**src/rtl/crc5_pkg.sv**
```systemverilog
// Shared widths, defaults and the single division step of the frame CRC.
// Assumes the polynomial has its top bit set, so one step clears bit CRC_W.
package crc5_pkg;
    localparam int CRC_W   = 5;
    localparam int FRAME_W = 24;
    localparam logic [CRC_W:0]   POLY_DEF = 6'h35;
    localparam logic [CRC_W-1:0] SEED_DEF = 5'h07;

    // One long-division step: append a bit, reduce when the top bit is set.
    function automatic logic [CRC_W-1:0] crc_step(input logic [CRC_W-1:0] rem,
                                                  input logic             bit_in,
                                                  input logic [CRC_W:0]   poly);
        logic [CRC_W:0] t;
        t = {rem, bit_in};
        if (t[CRC_W]) t = t ^ poly;
        return t[CRC_W-1:0];
    endfunction
endpackage

```
**src/rtl/crc5_word_calc.sv**
```systemverilog
// Combinational code of a whole frame: the message bits followed by the seed
// are pushed through FRAME_W unrolled division steps starting from zero.
// Assumes FRAME_W > CRC_W. Also passes out the received low bits.
module crc5_word_calc
    import crc5_pkg::*;
#(
    parameter logic [CRC_W:0]   POLY = POLY_DEF,
    parameter logic [CRC_W-1:0] SEED = SEED_DEF
) (
    input  logic [FRAME_W-1:0] frame_i,
    output logic [CRC_W-1:0]   crc_o,
    output logic [CRC_W-1:0]   rx_o
);
    localparam int MSG_W = FRAME_W - CRC_W;

    logic [FRAME_W-1:0] seeded;
    logic [CRC_W-1:0]   rem [0:FRAME_W];

    // Replace the received code with the seed before division.
    assign seeded = {frame_i[FRAME_W-1:CRC_W], SEED};
    assign rem[0] = '0;

    genvar g;
    generate
        for (g = 0; g < FRAME_W; g++) begin : g_step
            // Step g consumes frame bit FRAME_W-1-g.
            assign rem[g+1] = crc_step(rem[g], seeded[FRAME_W-1-g], POLY);
        end
    endgenerate

    assign crc_o = rem[FRAME_W];
    assign rx_o  = frame_i[CRC_W-1:0];

    logic unused_msg_w;
    assign unused_msg_w = (MSG_W > 0) ? 1'b0 : 1'b1;
endmodule

```
**src/rtl/crc5_bit_engine.sv**
```systemverilog
// Bit-serial division engine. After go_i it takes one frame bit per valid
// cycle, most significant first. The first MSG_W bits are divided; for the
// last CRC_W bits the seed is divided instead and the stream bits are
// collected as the received code. Assumes go_i is only given while idle.
module crc5_bit_engine
    import crc5_pkg::*;
#(
    parameter logic [CRC_W:0]   POLY = POLY_DEF,
    parameter logic [CRC_W-1:0] SEED = SEED_DEF
) (
    input  logic             clk,
    input  logic             rst_n,
    input  logic             go_i,
    input  logic             mode_i,
    input  logic             valid_i,
    input  logic             bit_i,
    output logic             busy_o,
    output logic             last_o,
    output logic             mode_o,
    output logic [CRC_W-1:0] crc_o,
    output logic [CRC_W-1:0] rx_o
);
    localparam int MSG_W = FRAME_W - CRC_W;
    localparam int CNT_W = $clog2(FRAME_W);

    logic             busy_q;
    logic             mode_q;
    logic [CNT_W-1:0] cnt_q;
    logic [CRC_W-1:0] rem_q;
    logic [CRC_W-1:0] rx_q;
    logic [CRC_W-1:0] seed_q;

    logic             take;
    logic             in_msg;
    logic             feed;
    logic [CRC_W-1:0] rem_nxt;
    logic [CRC_W-1:0] rx_nxt;

    // Decode the current bit and form the next remainder.
    always_comb begin
        take    = busy_q & valid_i;
        in_msg  = cnt_q < CNT_W'(MSG_W);
        feed    = in_msg ? bit_i : seed_q[CRC_W-1];
        rem_nxt = crc_step(rem_q, feed, POLY);
        rx_nxt  = {rx_q[CRC_W-2:0], bit_i};
    end

    // Sequence the frame: load on go, advance on each taken bit.
    always_ff @(posedge clk) begin
        if (!rst_n) begin
            busy_q <= 1'b0;
            mode_q <= 1'b0;
            cnt_q  <= '0;
            rem_q  <= '0;
            rx_q   <= '0;
            seed_q <= '0;
        end else if (go_i) begin
            busy_q <= 1'b1;
            mode_q <= mode_i;
            cnt_q  <= '0;
            rem_q  <= '0;
            rx_q   <= '0;
            seed_q <= SEED;
        end else if (take) begin
            rem_q <= rem_nxt;
            cnt_q <= cnt_q + 1'b1;
            if (!in_msg) begin
                rx_q   <= rx_nxt;
                seed_q <= {seed_q[CRC_W-2:0], 1'b0};
            end
            if (cnt_q == CNT_W'(FRAME_W - 1)) busy_q <= 1'b0;
        end
    end

    assign busy_o = busy_q;
    assign last_o = take & (cnt_q == CNT_W'(FRAME_W - 1));
    assign mode_o = mode_q;
    assign crc_o  = rem_nxt;
    assign rx_o   = rx_nxt;
endmodule

```
**src/rtl/crc5_frame_unit.sv**
```systemverilog
// Frame CRC5 unit: whole-word path answered in one cycle, serial path answered
// the cycle after its last bit. Arbitrates the two starts (word first, none
// while a stream runs) and registers code, done pulse and mismatch flag.
module crc5_frame_unit
    import crc5_pkg::*;
#(
    parameter logic [CRC_W:0]   POLY = POLY_DEF,
    parameter logic [CRC_W-1:0] SEED = SEED_DEF
) (
    input  logic               clk,
    input  logic               rst_n,
    input  logic               chk_mode,
    input  logic               word_start,
    input  logic [FRAME_W-1:0] word_in,
    input  logic               bit_start,
    input  logic               bit_valid,
    input  logic               bit_in,
    output logic               busy,
    output logic               done,
    output logic [CRC_W-1:0]   crc_out,
    output logic               crc_err
);
    logic             eng_busy;
    logic             eng_last;
    logic             eng_mode;
    logic [CRC_W-1:0] eng_crc;
    logic [CRC_W-1:0] eng_rx;
    logic [CRC_W-1:0] w_crc;
    logic [CRC_W-1:0] w_rx;
    logic             word_go;
    logic             stream_go;

    // Start arbitration: nothing starts while busy; the word wins a tie.
    assign word_go   = word_start & ~eng_busy;
    assign stream_go = bit_start & ~eng_busy & ~word_start;

    crc5_word_calc #(.POLY(POLY), .SEED(SEED)) word_i (
        .frame_i (word_in),
        .crc_o   (w_crc),
        .rx_o    (w_rx)
    );

    crc5_bit_engine #(.POLY(POLY), .SEED(SEED)) engine_i (
        .clk     (clk),
        .rst_n   (rst_n),
        .go_i    (stream_go),
        .mode_i  (chk_mode),
        .valid_i (bit_valid),
        .bit_i   (bit_in),
        .busy_o  (eng_busy),
        .last_o  (eng_last),
        .mode_o  (eng_mode),
        .crc_o   (eng_crc),
        .rx_o    (eng_rx)
    );

    logic             done_q;
    logic             err_q;
    logic [CRC_W-1:0] crc_q;

    // Result register: capture whichever path finishes this cycle.
    always_ff @(posedge clk) begin
        if (!rst_n) begin
            done_q <= 1'b0;
            err_q  <= 1'b0;
            crc_q  <= '0;
        end else begin
            done_q <= word_go | eng_last;
            if (word_go) begin
                crc_q <= w_crc;
                err_q <= chk_mode & (w_crc != w_rx);
            end else if (eng_last) begin
                crc_q <= eng_crc;
                err_q <= eng_mode & (eng_crc != eng_rx);
            end else begin
                err_q <= 1'b0;
            end
        end
    end

    assign busy    = eng_busy;
    assign done    = done_q;
    assign crc_out = crc_q;
    assign crc_err = err_q;
endmodule

```
**config.mk**
```make
export PLATFORM = sky130hd
export DESIGN_NAME = crc5_frame_unit
export DESIGN_NICKNAME = d
export VERILOG_FILES = /design/src/rtl/crc5_pkg.sv /design/src/rtl/crc5_word_calc.sv /design/src/rtl/crc5_bit_engine.sv /design/src/rtl/crc5_frame_unit.sv
export SDC_FILE = /design/constraint.sdc
export NUM_CORES = 1
export LEC_CHECK = 0
export ABC_CLOCK_PERIOD_IN_PS = 5210
export BUFFER_PORTS_ARGS = -buffer_cell sky130_fd_sc_hd__buf_2
export CAP_MARGIN = 0
export CORE_ASPECT_RATIO = 0.6
export CORE_MARGIN = 2
export CORE_UTILIZATION = 58
export CTS_BUF_LIST = sky130_fd_sc_hd__clkbuf_4 sky130_fd_sc_hd__clkbuf_8 sky130_fd_sc_hd__clkbuf_16
export DETAILED_ROUTE_END_ITERATION = 8
export GPL_TIMING_DRIVEN = 0
export PLACE_DENSITY = 0.84
export SLEW_MARGIN = 20
export SYNTH_ARGS = -nofsm -noshare
export SYNTH_HDL_FRONTEND = slang
export SYNTH_HIERARCHICAL = 1
export SYNTH_SLANG_ARGS = --single-unit
```
**constraint.sdc**
```tcl
create_clock -name clk -period 5.21 [get_ports clk]
set_clock_uncertainty 0.1 [all_clocks]
set_input_delay 1.042 -clock clk [delete_from_list [all_inputs] [get_ports clk]]
set_output_delay 1.042 -clock clk [all_outputs]
set_load 0.1 [all_outputs]
```
Yosys cells after proc, flatten, opt, wreduce, memory -nomap -nowiden
Cells that the tools add are included.
Widths: inputs -> output; s select.
{"block": "totals", "reg_bits": 28, "output_inout_bits": 8, "elab_cells": 86}
{"block": "op_classes", "n_addsub": 1, "magnitude_cmp": 1, "eq_ne": 4, "mux": 31, "bitwise": 32, "n_reduce_logical": 7}
{"operator": "$mux 5", "count": 22}
{"operator": "$not 3->3", "count": 20}
{"operator": "$ne 5x5->1", "count": 2}
{"operator": "$mux 3", "count": 3}
{"operator": "$and 1x1->1", "count": 7}
{"operator": "$mux 1", "count": 6}
{"operator": "$reduce_and 2->1", "count": 3}
{"operator": "$reduce_bool 2->1", "count": 3}
{"operator": "$add 5x1->5 const B", "count": 1}
{"operator": "$eq 5x5->1 const B", "count": 1}
{"operator": "$lt 5x5->1 const B", "count": 1}
{"operator": "$not 1->1", "count": 4}
{"operator": "$ne 2x1->1 const B", "count": 1}
{"operator": "$reduce_or 2->1", "count": 1}
{"operator": "$or 1x1->1", "count": 1}

Logic depth before layout (Yosys ltp)
{"block": "depth", "word_depth": 41, "depth_mapped": 8, "ltp_nobuf": 8}

Modules after synthesis
The synthesis kept the hierarchy.
{"mod": "crc5_bit_engine", "n_inst": 1, "cells_per_inst": 102, "area_each_um2": 949.7, "seq_area_each_um2": 420.4}
{"mod": "crc5_word_calc", "n_inst": 1, "cells_per_inst": 33, "area_each_um2": 456.7, "seq_area_each_um2": 0.0}
{"mod": "crc5_frame_unit", "n_inst": 1, "cells_per_inst": 46, "area_each_um2": 424.2, "seq_area_each_um2": 140.1}

Worst setup path after synthesis
Ideal clock, no wire load.
{"block": "synth_path", "path_kind": "input-to-reg", "startpoint": "input port word_in[21]", "endpoint": "register err_q (netlist: crc_err)", "setup_ns": 0.125, "arrival_ns": 2.796, "t_required_ns": 4.985, "path_slack_ns": 2.189, "path_stages": 8, "path_buffers": 0, "cell_sequence": "xnor3_1 > xnor3_1 > xnor3_2 > xnor2_1 > xnor2_1 > nand3_1 > nor3_1 > o32ai_1"}
{"block": "synth_between", "elab_chain_cells": 29, "elab_cells_between_ends": 38, "cone_classes": "1 x eq/ne; 20 x mux; 17 x bitwise"}
{"element": "start, declared", "line_no": "crc5_frame_unit.sv:14", "text": "input logic [FRAME_W-1:0] word_in,"}
{"element": "$mux 5 (*)", "line_no": "crc5_pkg.sv:15", "text": "if (t[CRC_W]) t = t ^ poly;"}
{"element": "$not 3->3 (no line)"}
{"element": "$mux 5 (*) (3 in series)", "line_no": "crc5_pkg.sv:15"}
{"element": "$not 3->3 (no line)"}
{"element": "$mux 5 (*) (3 in series)", "line_no": "crc5_pkg.sv:15"}
{"element": "$not 3->3 (no line) / $mux 5 (equally long branches)"}
{"element": "$mux 5 (*) (2 in series)", "line_no": "crc5_pkg.sv:15"}
{"element": "$not 3->3 (no line)"}
{"element": "[... 6 more ...]"}
{"element": "$not 3->3 (no line)"}
{"element": "$mux 5 (*) (3 in series)", "line_no": "crc5_pkg.sv:15"}
{"element": "$not 3->3 (no line) / $mux 5 (equally long branches)"}
{"element": "$mux 5 (*) (2 in series)", "line_no": "crc5_pkg.sv:15"}
{"element": "named net w_crc[3]", "line_no": "crc5_frame_unit.sv:28", "text": "logic [CRC_W-1:0] w_crc;"}
{"element": "$ne 5x5->1 (*)", "line_no": "crc5_frame_unit.sv:71", "text": "err_q <= chk_mode & (w_crc != w_rx);"}
{"element": "$and 1x1->1 (*)", "line_no": "crc5_frame_unit.sv:71"}
{"element": "$mux 1 (*)", "line_no": "crc5_frame_unit.sv:69", "text": "if (word_go) begin"}
{"element": "end signal, assigned", "line_no": "crc5_frame_unit.sv:71"}
{"element": "end signal, assigned", "line_no": "crc5_frame_unit.sv:74", "text": "err_q <= eng_mode & (eng_crc != eng_rx);"}
{"element": "end, declared", "line_no": "crc5_frame_unit.sv:58", "text": "logic err_q;"}
The timed path passes the listed nets; every way through them passes the cells marked *.
A chain may end at the register's enable or synchronous reset.

Worst setup path after layout
{"block": "layout_path", "startpoint": "input port word_in[13]", "endpoint": "register err_q (netlist: crc_err)"}
{"block": "layout_between", "elab_chain_cells": 23, "elab_cells_between_ends": 27, "cone_classes": "1 x eq/ne; 15 x mux; 11 x bitwise"}
{"element": "$not 3->3 (no line)"}
{"element": "$mux 5 (*) (2 in series)", "line_no": "crc5_pkg.sv:15"}
{"element": "$not 3->3 (no line)"}
{"element": "$mux 5 (*) (2 in series)", "line_no": "crc5_pkg.sv:15"}
{"element": "$not 3->3 (no line)"}
{"element": "$mux 5 (*) (3 in series)", "line_no": "crc5_pkg.sv:15"}
{"element": "$not 3->3 (no line)"}
{"element": "$mux 5 (*) (2 in series)", "line_no": "crc5_pkg.sv:15"}
{"element": "$not 3->3 (no line)"}
{"element": "$mux 5 (*) (3 in series)", "line_no": "crc5_pkg.sv:15"}
{"element": "$not 3->3 (no line)"}
{"element": "$mux 5 (*) (2 in series)", "line_no": "crc5_pkg.sv:15"}
{"element": "named net w_crc[3]", "line_no": "crc5_frame_unit.sv:28"}
{"element": "$ne 5x5->1 (*)", "line_no": "crc5_frame_unit.sv:71"}
{"element": "$and 1x1->1 (*)", "line_no": "crc5_frame_unit.sv:71"}
{"element": "$mux 1 (*)", "line_no": "crc5_frame_unit.sv:69"}
Marked as above.

==> flow_metrics.py <==
metrics = {
    "run_status": {
        "status": "finished, final reports clean",
    },
    "hold_path": {
        "hold_end": "engine_i/rem_q[1]",
        "hold_depth": 2,
        "worstHoldStart": "engine_i/rem_q[1]",
        "min_path_type": "flop to flop",
    },
    "floorplanning": {
        "die-height_um": 47.5,
        "core_area_mm2": 0.00295,
        "initial_utilization": 0.621,
        "die-area_mm2": 0.00364,
        "die_w_um": 76.5,
        "std_cell_rows": 15,
        "ios": 39,
    },
    "synth": {
        "synth_edf_count": 0,
        "yosysTopAreaCell": "dfxtp_1",
        "ys_seq_elements": 28,
        "yosys_warnings": 6,
        "synth_area_mm2": 0.00183,
        "synth.avg_cell_area_um2": 10.1,
        "syn_inst": 181,
        "synth_ff_type": "dfxtp_1",
        "yosysSeqAreaShare": 0.306,
        "synth_async_sr_flop_share": 0,
        "syn_nets": 213,
        "synth_cell_types": 38,
        "synthTopCellsByArea": "dfxtp_1 (31%), xnor2_1 (8.6%), xnor3_1 (7.4%)",
        "synth_top_area_frac": 0.306,
    },
    "clock_tree": {
        "cts-root-buf": "clkbuf_8",
        "post_cts_buffers": 0,
        "cts_resized": 0,
        "clk_pin_slew_worst_paths_ns": 0.09,
        "cts_tree": "yes",
        "clock-sinks": 28,
        "cts_hold_buf": 0,
        "clock_latency_ns": 0.27,
        "clockBufferDepth": 2,
        "h-tree-depth": 1,
        "cts_buffers": 3,
    },
    "pwr": {
        "power_mw": 0.705,
        "power_leakage_nw": 1.03,
        "ir_drop_v": 0.000209,
        "p_per_area_mw_per_mm2": 337,
    },
    "global_routing": {
        "grt_max_degree": 15,
        "grt_usage": 0.231,
        "top_usage_layer": "met2",
        "overflow": 0,
        "use_met2": 0.432,
        "globalRouteMet3Util": 0.0472,
        "grt_pass1_wl_um": 6300,
        "antenna_found_initial": 0,
        "gr-usage-met1": 0.291,
        "grt_pass1_vias": 1323,
    },
    "worst_setup_path": {
        "required_ns": 5.25,
        "arrival_ns": 3.26,
        "reg2reg_from": "engine_i/cnt_q[1]",
        "r2r_end": "crc_err",
        "cp-end-kind": "flop",
        "crit_path_start_kind": "input port",
        "r2r_cells": 7,
        "r2r_slack_ns": 3.16,
        "critPathMaxFanout": 3,
        "crit_type": "input port to flop",
    },
    "route": {
        "drc": 0,
        "vias_per_cell": 5.27,
        "drtAntennaViolNets": 0,
        "wl_per_cell_um": 15.0,
        "drt-pass1-iter-count": 5,
        "routed_wl_um": 3890,
        "dr_total_vias": 1365,
        "drt_iter0_drc": 65,
    },
    "final_layout": {
        "multi_input_area_mm2": 0.00115,
        "filler_cell_count": 220,
        "seq_area_um2": 561,
        "nNetsFinal": 251,
        "drive_gt1_frac": 0.286,
        "diodes": 0,
        "utilization": 0.709,
        "syn2layout_area_growth_pct": 14.1,
    },
    "timing": {
        "fin_setup_tns_ns": 0,
        "finalSetupViolCount": 0,
        "tightestPinTransition_ns": 0.490,
        "min_period_over_period": 0.618,
        "fmax_ghz": 0.310,
        "fin_crit_ns": 3.22,
        "rsz0062_at_grt": "false",
        "hold_viol": 0,
        "drv_slew": 0,
        "slew_headroom": 0.676,
        "fin_hold_ws_ns": 0.370,
    },
    "placement": {
        "io_buffer_count": 33,
        "dp_hpwl_um": 3210,
        "place_congestion": 0.847,
    },
    "run": {
        "max_cap_viol_count": 0,
    },
}
state kept, by name (all words and copies together), names as in the netlist:
register	flops
crc_out	5
engine_i/cnt_q	5
engine_i/rem_q	5
engine_i/seed_q	5
engine_i/rx_q	4
crc_err	1
done	1
engine_i/busy_o	1
engine_i/mode_o	1
critical path, stage by stage:
cell,delay [ns]
buf_2,0.11
xnor2_2,0.21
xnor3_1,0.42
xnor3_2,0.46
xnor2_1,0.37
xnor2_1,0.18
nand3_1,0.13
nor3_1,0.22
o32ai_1,0.13
synth_stat cells (all sizes together) (4+ instances only):
library cell	n
dfxtp	28
xnor2	21
nand2	17
buf	16
nor2	16
xor2	15
mux2i	13
xnor3	7
a21oi	6
o211a	5
nand3	4
nor2b	4
nor3	4
cell usage in the layout (no fill, tap or decap), types with 5 or more instances in the layout:
cell type	count
xnor2_1	18
dfxtp_1	28
buf_4	9
mux2i_1	13
xor2_1	14
nor2_1	16
xnor3_1	6
nand2_1	17
a21oi_1	6
o211a_1	5
buf_2	38
through the flow:
step	area, um^2	setup slack [ns]	instances
3_5_place_dp	2050	1.73	256
5_1_grt	2090	1.89	259
3_3_place_gp	2050	1.80	256
4_1_cts	2090	2.02	259
2_1_floorplan	1830	2.19	181
6_report	2090	1.99	259
cells by family (layout without fill, tap and decap cells):
kind of cell	Yosys count	in the layout	synth area share
AOI/OAI and AO/OA	18	18	0.0875
xor gates and xnor gates	46	46	0.315
adders and majority gates	1	1	0.00683
buffers and inverters	19	55	0.0649
DFF	28	28	0.306
muxes	13	13	0.0711
and+or+nand+nor	56	56	0.148
area by class of cell:
| class | instances | area share |
|---|---|---|
| buffer | 17 | 0.0533 |
| clock buffer | 3 | 0.0198 |
| inverter | 2 | 0.00359 |
| multi-input combinational | 134 | 0.551 |
| sequential | 28 | 0.268 |
| tap | 42 | 0.0251 |
| timing repair buffer | 33 | 0.0790 |
power breakdown:
group	internal (mW)	total (mW)	switching (mW)
combinational	0.149	0.356	0.206
clock	0.0518	0.114	0.0618
sequential	0.228	0.236	0.00771
per-layer routing:
metal  routed length [um]  vias to the layer above  part of all wire
met2                 1850                       33              0.48
met5                    0                        -                 0
met4                   27                        0            0.0069
li1                     -                      673                 -
met1                 1750                      655              0.45
met3                  259                        4             0.067
how the worst max path moves through the flow:
stage	start	endpoint	slack, ns	cells after the start
final	word_in[13]	crc_err	1.99	9
after global routing	word_in[21]	crc_err	1.89	9
after CTS	word_in[21]	crc_err	2.02	9
after detailed placement	word_in[21]	crc_err	1.73	9
after global placement	word_in[21]	crc_err	1.80	9
after floorplan	word_in[21]	crc_err	2.19	8
(Power assumes the default switching activity.)
